### src/rtl/pwm_sync_pkg.sv
package pwm_sync_pkg;
  localparam int CNT_W      = 16;
  localparam int NUM_FIELDS = 2;
  localparam int IDX_PERIOD = 0;
  localparam int IDX_DUTY   = 1;
endpackage

### src/rtl/pwm_reload_bank.sv
module pwm_reload_bank
  import pwm_sync_pkg::*;
#(
  parameter int W   = CNT_W,
  parameter int NF  = NUM_FIELDS,
  parameter int ARM = IDX_DUTY
) (
  input  logic                  clk,
  input  logic                  rst_n,
  input  logic [NF-1:0]         wr,
  input  logic [NF-1:0][W-1:0]  din,
  input  logic                  sync_en,
  input  logic                  take,
  output logic [NF-1:0][W-1:0]  eff
);
  logic [NF-1:0][W-1:0] stage_q, stage_d;
  logic [NF-1:0][W-1:0] live_q, live_d;
  logic                 pend_q, pend_d;
  logic                 apply;

  assign apply  = take & pend_q;
  assign pend_d = (pend_q & ~take) | (wr[ARM] & sync_en);

  generate
    for (genvar f = 0; f < NF; f++) begin : g_field
      assign eff[f] = pend_q ? stage_q[f] : live_q[f];

      always_comb begin
        stage_d[f] = stage_q[f];
        live_d[f]  = live_q[f];
        if (wr[f]) stage_d[f] = din[f];
        if (apply) live_d[f] = stage_q[f];
        if (wr[f] && !sync_en) live_d[f] = din[f];
      end

      always_ff @(posedge clk or negedge rst_n) begin
        if (!rst_n) begin
          stage_q[f] <= '0;
          live_q[f]  <= '0;
        end else begin
          stage_q[f] <= stage_d[f];
          live_q[f]  <= live_d[f];
        end
      end
    end
  endgenerate

  always_ff @(posedge clk or negedge rst_n) begin
    if (!rst_n) pend_q <= 1'b0;
    else        pend_q <= pend_d;
  end
endmodule

### src/rtl/pwm_pace_chan.sv
module pwm_pace_chan
  import pwm_sync_pkg::*;
#(
  parameter int W = CNT_W
) (
  input  logic         clk,
  input  logic         rst_n,
  input  logic         tick,
  input  logic         start,
  input  logic         stop,
  input  logic [W-1:0] load_val,
  output logic         run,
  output logic         load_evt,
  output logic         irq
);
  logic [W-1:0] cnt_q, cnt_d;
  logic         run_d;
  logic         expire;
  logic         step;

  assign expire   = run & tick & (cnt_q == '0);
  assign load_evt = ~stop & (start | expire);
  assign step     = run & ~stop & tick;

  always_comb begin
    run_d = run;
    cnt_d = cnt_q;
    if (stop)       run_d = 1'b0;
    else if (start) run_d = 1'b1;
    if (load_evt)   cnt_d = load_val;
    else if (step)  cnt_d = cnt_q - W'(1);
  end

  always_ff @(posedge clk or negedge rst_n) begin
    if (!rst_n) begin
      run   <= 1'b0;
      cnt_q <= '0;
      irq   <= 1'b0;
    end else begin
      run   <= run_d;
      cnt_q <= cnt_d;
      irq   <= load_evt;
    end
  end
endmodule

### src/rtl/pwm_width_chan.sv
module pwm_width_chan
  import pwm_sync_pkg::*;
#(
  parameter int W = CNT_W
) (
  input  logic         clk,
  input  logic         rst_n,
  input  logic         go,
  input  logic         restart,
  input  logic [W-1:0] load_val,
  output logic         active,
  output logic         irq
);
  logic [W-1:0] cnt_q, cnt_d;
  logic         armed_q, armed_d;
  logic         active_d;
  logic         expire;

  assign expire = armed_q & go & (cnt_q <= W'(1));

  always_comb begin
    cnt_d    = cnt_q;
    armed_d  = armed_q;
    active_d = active;
    if (restart) begin
      cnt_d    = load_val;
      armed_d  = 1'b1;
      active_d = (load_val != '0);
    end else if (expire) begin
      cnt_d    = '1;
      armed_d  = 1'b0;
      active_d = 1'b0;
    end else if (armed_q && go) begin
      cnt_d    = cnt_q - W'(1);
    end
  end

  always_ff @(posedge clk or negedge rst_n) begin
    if (!rst_n) begin
      cnt_q   <= '1;
      armed_q <= 1'b0;
      active  <= 1'b0;
      irq     <= 1'b0;
    end else begin
      cnt_q   <= cnt_d;
      armed_q <= armed_d;
      active  <= active_d;
      irq     <= expire;
    end
  end
endmodule

### src/rtl/pwm_sync_pair.sv
module pwm_sync_pair
  import pwm_sync_pkg::*;
(
  input  logic        clk,
  input  logic        rst_n,
  input  logic        cnt_en,
  input  logic        start_pulse,
  input  logic        stop_pulse,
  input  logic        period_wr,
  input  logic [15:0] period_din,
  input  logic        duty_wr,
  input  logic [15:0] duty_din,
  input  logic        resync_en,
  input  logic        out_invert,
  output logic        pwm_out,
  output logic        pace_irq,
  output logic        width_irq,
  output logic        running
);
  logic [1:0]                       rst_sync_q;
  logic                             rst_core;
  logic [NUM_FIELDS-1:0]            wr_vec;
  logic [NUM_FIELDS-1:0][CNT_W-1:0] din_vec;
  logic [NUM_FIELDS-1:0][CNT_W-1:0] eff_vec;
  logic                             pace_load;
  logic                             width_go;
  logic                             s_active;

  always_ff @(posedge clk or negedge rst_n) begin
    if (!rst_n) rst_sync_q <= 2'b00;
    else        rst_sync_q <= {rst_sync_q[0], 1'b1};
  end
  assign rst_core = rst_sync_q[1];

  assign wr_vec[IDX_PERIOD]  = period_wr;
  assign wr_vec[IDX_DUTY]    = duty_wr;
  assign din_vec[IDX_PERIOD] = period_din;
  assign din_vec[IDX_DUTY]   = duty_din;

  pwm_reload_bank #(.W(CNT_W), .NF(NUM_FIELDS), .ARM(IDX_DUTY)) u_bank (
    .clk     (clk),
    .rst_n   (rst_core),
    .wr      (wr_vec),
    .din     (din_vec),
    .sync_en (resync_en),
    .take    (pace_load),
    .eff     (eff_vec)
  );

  pwm_pace_chan #(.W(CNT_W)) u_pace (
    .clk      (clk),
    .rst_n    (rst_core),
    .tick     (cnt_en),
    .start    (start_pulse),
    .stop     (stop_pulse),
    .load_val (eff_vec[IDX_PERIOD]),
    .run      (running),
    .load_evt (pace_load),
    .irq      (pace_irq)
  );

  assign width_go = running & ~stop_pulse & cnt_en;

  pwm_width_chan #(.W(CNT_W)) u_width (
    .clk      (clk),
    .rst_n    (rst_core),
    .go       (width_go),
    .restart  (pace_load),
    .load_val (eff_vec[IDX_DUTY]),
    .active   (s_active),
    .irq      (width_irq)
  );

  assign pwm_out = s_active ^ out_invert;
endmodule

### config.mk
export PLATFORM = sky130hd
export DESIGN_NAME = pwm_sync_pair
export DESIGN_NICKNAME = d
export VERILOG_FILES = /design/src/rtl/pwm_sync_pkg.sv /design/src/rtl/pwm_reload_bank.sv /design/src/rtl/pwm_pace_chan.sv /design/src/rtl/pwm_width_chan.sv /design/src/rtl/pwm_sync_pair.sv
export SDC_FILE = /design/constraint.sdc
export NUM_CORES = 1
export LEC_CHECK = 0
export BUFFER_PORTS_ARGS = -buffer_cell sky130_fd_sc_hd__buf_2
export CORE_ASPECT_RATIO = 1.5
export CORE_MARGIN = 2
export CORE_UTILIZATION = 43
export CTS_BUF_LIST = sky130_fd_sc_hd__clkbuf_4
export CTS_CLUSTER_DIAMETER = 30
export DETAILED_ROUTE_END_ITERATION = 8
export PLACE_DENSITY_LB_ADDON = 0.2
export REMOVE_ABC_BUFFERS = 1
export SLEW_MARGIN = 5
export SYNTH_ARGS = -nofsm -noshare
export SYNTH_HDL_FRONTEND = slang
export SYNTH_SLANG_ARGS = --single-unit
export TNS_END_PERCENT = 10
### constraint.sdc
create_clock -name clk -period 6 [get_ports clk]
set_input_delay 0.3 -clock clk [delete_from_list [all_inputs] [get_ports clk]]
set_output_delay 0.3 -clock clk [all_outputs]
set_load 0.005 [all_outputs]
==> flow_metrics.tcl <==
set metrics [dict create \
    register_area_um2 2630 \
    place.detailed.hpwl_um 8570 \
    setup_violations 0 \
    syn-instance-count 541 \
    end_kind "register" \
    worstMarginPinSlew_ps 1200 \
    drive_gt1_frac 0.226 \
    clk-insertion-delay-late_ps 460 \
    antenna_found_initial 1 \
    fill_cells 1206 \
    ios 45 \
    min_period_over_period 0.454 \
    areaGrowthSynthToFinish_pct 9.60 \
    start_kind "register" \
    r2r_slack_ps 3280 \
    cts_resized 0 \
    fin_nets 612 \
    ys_types 52 \
    avgRoutedWirePerCell_um 17.2 \
    htree_levels 3 \
    async_flop_share 1.00 \
    drc 0 \
    yosys_register_bits 104 \
    routed_via_density 5.71 \
    fin_ws_ps 3280 \
    crit_required_ps 6380 \
    die_width_um 94.6 \
    grt_setup_unrepaired "no" \
    detail-route-antenna-nets 0 \
    initial_core_util 0.440 \
    drtIter0Drc 183 \
    cts_sinks 104 \
    synth_area_um2 5290 \
    ir_drop_mv 0.130 \
    status "finished clean" \
    timing.final.crit_period_ps 2720 \
    slew_headroom 0.200 \
    synthFlopType "dfrtp_1" \
    multi_input_area_um2 2520 \
    setup-tns-final_ps 0 \
    num_rows 49 \
    root_buffer "clkbuf_4" \
    globalRouteOverflowTotal 0 \
    cp.arrival_ps 3100 \
    finalHoldViolations 0 \
    vias 4148 \
    grt_first_pass_wirelength_um 21000 \
    clock.fmax_ghz 0.367 \
    ys_seq_area_frac 0.496 \
    leakage_nw 2.36 \
    slew_violations 0 \
    hold_class "input pin to register" \
    grt_max_degree 61 \
    final_util 0.483 \
    drt_wl_total_um 12500 \
    clock_skew_ps 23.1 \
    max_cap_violations 0 \
    crit_fanout 20 \
    clkSlewWorstSetupHoldPaths_ps 170 \
    dieArea_um2 13200 \
    fp.coreArea_um2 12000 \
    place_ws_ps 3310 \
    synth_edf_count 0 \
    die_h_um 140 \
    pwr_density_cell_nw_per_um2 283 \
    gp_congestion 0.892 \
    port_buffers 44 \
    critPathKind "register to register" \
    grt_usage 0.203 \
    cts_tree "done" \
    synth_warnings 0 \
    grt_pass1_vias 4272 \
    avgSynthCellArea_um2 9.78 \
    cts_inserted_buffers 9 \
    first_pass_iters 4 \
    clock_path_buffers 2 \
]
==> cell type report <==
class                           instances  area share
Sequential cell                       104       0.453
Multi-Input combinational cell        394       0.435
Timing Repair Buffer                   49      0.0449
Tap cell                              153      0.0330
Clock buffer                           11      0.0142
Clock inverter                          5      0.0140
Inverter                                9     0.00582
Antenna cell                            1    0.000431
==> state kept, by name, indices dropped and copies added (netlist names) <==
name and count:
u_width.armed_q 1, u_width.cnt_q 16, u_bank.stage_q 32, u_width.irq 1, u_pace.irq 1, u_pace.run 1
u_width.active 1, u_bank.live_q 32, u_bank.pend_q 1, u_pace.cnt_q 16, rst_sync_q 2
==> worst paths after layout <==
| check | from | endpoint | depth (start not counted) |
|---|---|---|---|
| worst min register to register | rst_sync_q[1] | u_bank.stage_q[18] | 0 |
| worst max-delay path | u_pace.cnt_q[2] | u_bank.live_q[18] | 6 |
| worst min-delay path | duty_din[9] | u_bank.stage_q[25] | 2 |
| max in group asynchronous | rst_sync_q[1] | u_bank.pend_q | 1 |
| min in group asynchronous | rst_n | rst_sync_q[1] | 2 |
| worst max register to register | u_pace.cnt_q[2] | u_bank.live_q[18] | 6 |
==> critical path, cell delays in order, from the launching register on <==
cell     delay (ps)
dfrtp_1         450
or4_1           660
nor3_2          440
a21o_1          470
buf_4           340
nand2_1          90
a31oi_1         190
==> metal layers <==
layer | vias to the layer above | share of wire | track usage
met1 | 2048 | 0.41 | 0.251
met4 | 0 | 0.038 | 0.0908
met5 | - | 0 | 0
li1 | 1985 | - | -
met2 | 89 | 0.52 | 0.339
met3 | 26 | 0.030 | 0.0417
==> placed cells by master (no fill, tap or decap), types with 2 or more instances in the layout <==
master and instances:
a21o_1 2, a31oi_1 39, o21ai_1 6, nor3_2 2
buf_2 44, dfstp_2 16, nor4_1 14, o21ai_0 6
nand3_1 7, nor2_1 50, xnor2_1 8, mux2_2 37
nor2b_1 19, inv_1 7, mux2i_1 13, a211oi_1 17
inv_2 2, dfrtp_1 86, o31ai_1 4, and2_1 3
nand2_1 85, ha_1 4, or2_1 2, o221ai_1 3
a21oi_1 15, or4_1 5, nand4b_1 2, buf_4 4
nor3_1 8, nand3b_1 2, xor2_1 11, clkbuf_4 11
bufinv_16 2, or3_1 3, nand4_1 4, o41ai_1 2
nand2b_1 3
==> report_power, final <==
| part | switching [W] | total [W] | internal (W) |
|---|---|---|---|
| Clock | 0.000240 | 0.000419 | 0.000179 |
| Combinational | 0.000157 | 0.000297 | 0.000140 |
| Sequential | 0.000107 | 0.000929 | 0.000822 |
| Total | 0.000504 | 0.00164 | 0.00114 |
==> kinds of logic after synthesis <==
logic type | synth area share
multiplexers | 0.103
adder cells (fa/ha/maj) | 0.00946
XOR/XNOR | 0.0314
AO/OA/AOI/OAI | 0.130
flip-flops | 0.496
other | 0.000709
AND/OR/NAND/NOR | 0.197
buffers and inverters | 0.0331
==> synth_stat cells, drive strengths merged, types with 2 or more instances <==
cell / n / share of area
o31ai: 4 / 0.0057
a21oi: 17 / 0.017
nor2: 50 / 0.035
xor2: 11 / 0.018
o41ai: 2 / 0.0033
nand3: 7 / 0.0066
clkbuf: 22 / 0.016
nor4: 16 / 0.023
a21o: 2 / 0.0028
nand4b: 2 / 0.0033
o21ai: 12 / 0.011
dfstp: 16 / 0.079
nand2: 85 / 0.060
inv: 9 / 0.0064
mux2: 37 / 0.079
o221ai: 3 / 0.0050
nand4: 4 / 0.0047
a31oi: 40 / 0.047
nand3b: 2 / 0.0028
nand2b: 3 / 0.0035
nor3: 10 / 0.011
a211oi: 17 / 0.024
and2: 3 / 0.0035
dfrtp: 88 / 0.42
buf: 12 / 0.011
nor2b: 19 / 0.022
or2: 2 / 0.0024
ha: 4 / 0.0095
mux2i: 13 / 0.025
or4: 6 / 0.0092
xnor2: 8 / 0.013
or3: 3 / 0.0035
==> what timing repair did <==
action                     CTS  global route
buffers inserted             0             0
setup endpoints to repair    0             0
hold endpoints to repair     2             0
hold buffers                 1             0
==> through the flow <==
step                      area, um^2  hold WS (ps)  power, W  cells
after floorplan                 5150          4.41   0.00113    507
after global placement          5620          84.6   0.00123    708
after detailed placement        5620          85.6   0.00124    708
after CTS                       5800          35.9   0.00166    725
after global routing            5800          29.6   0.00174    726
final                           5800          66.0   0.00164    726
No activity file was read; power rests on OpenSTA's default activity.
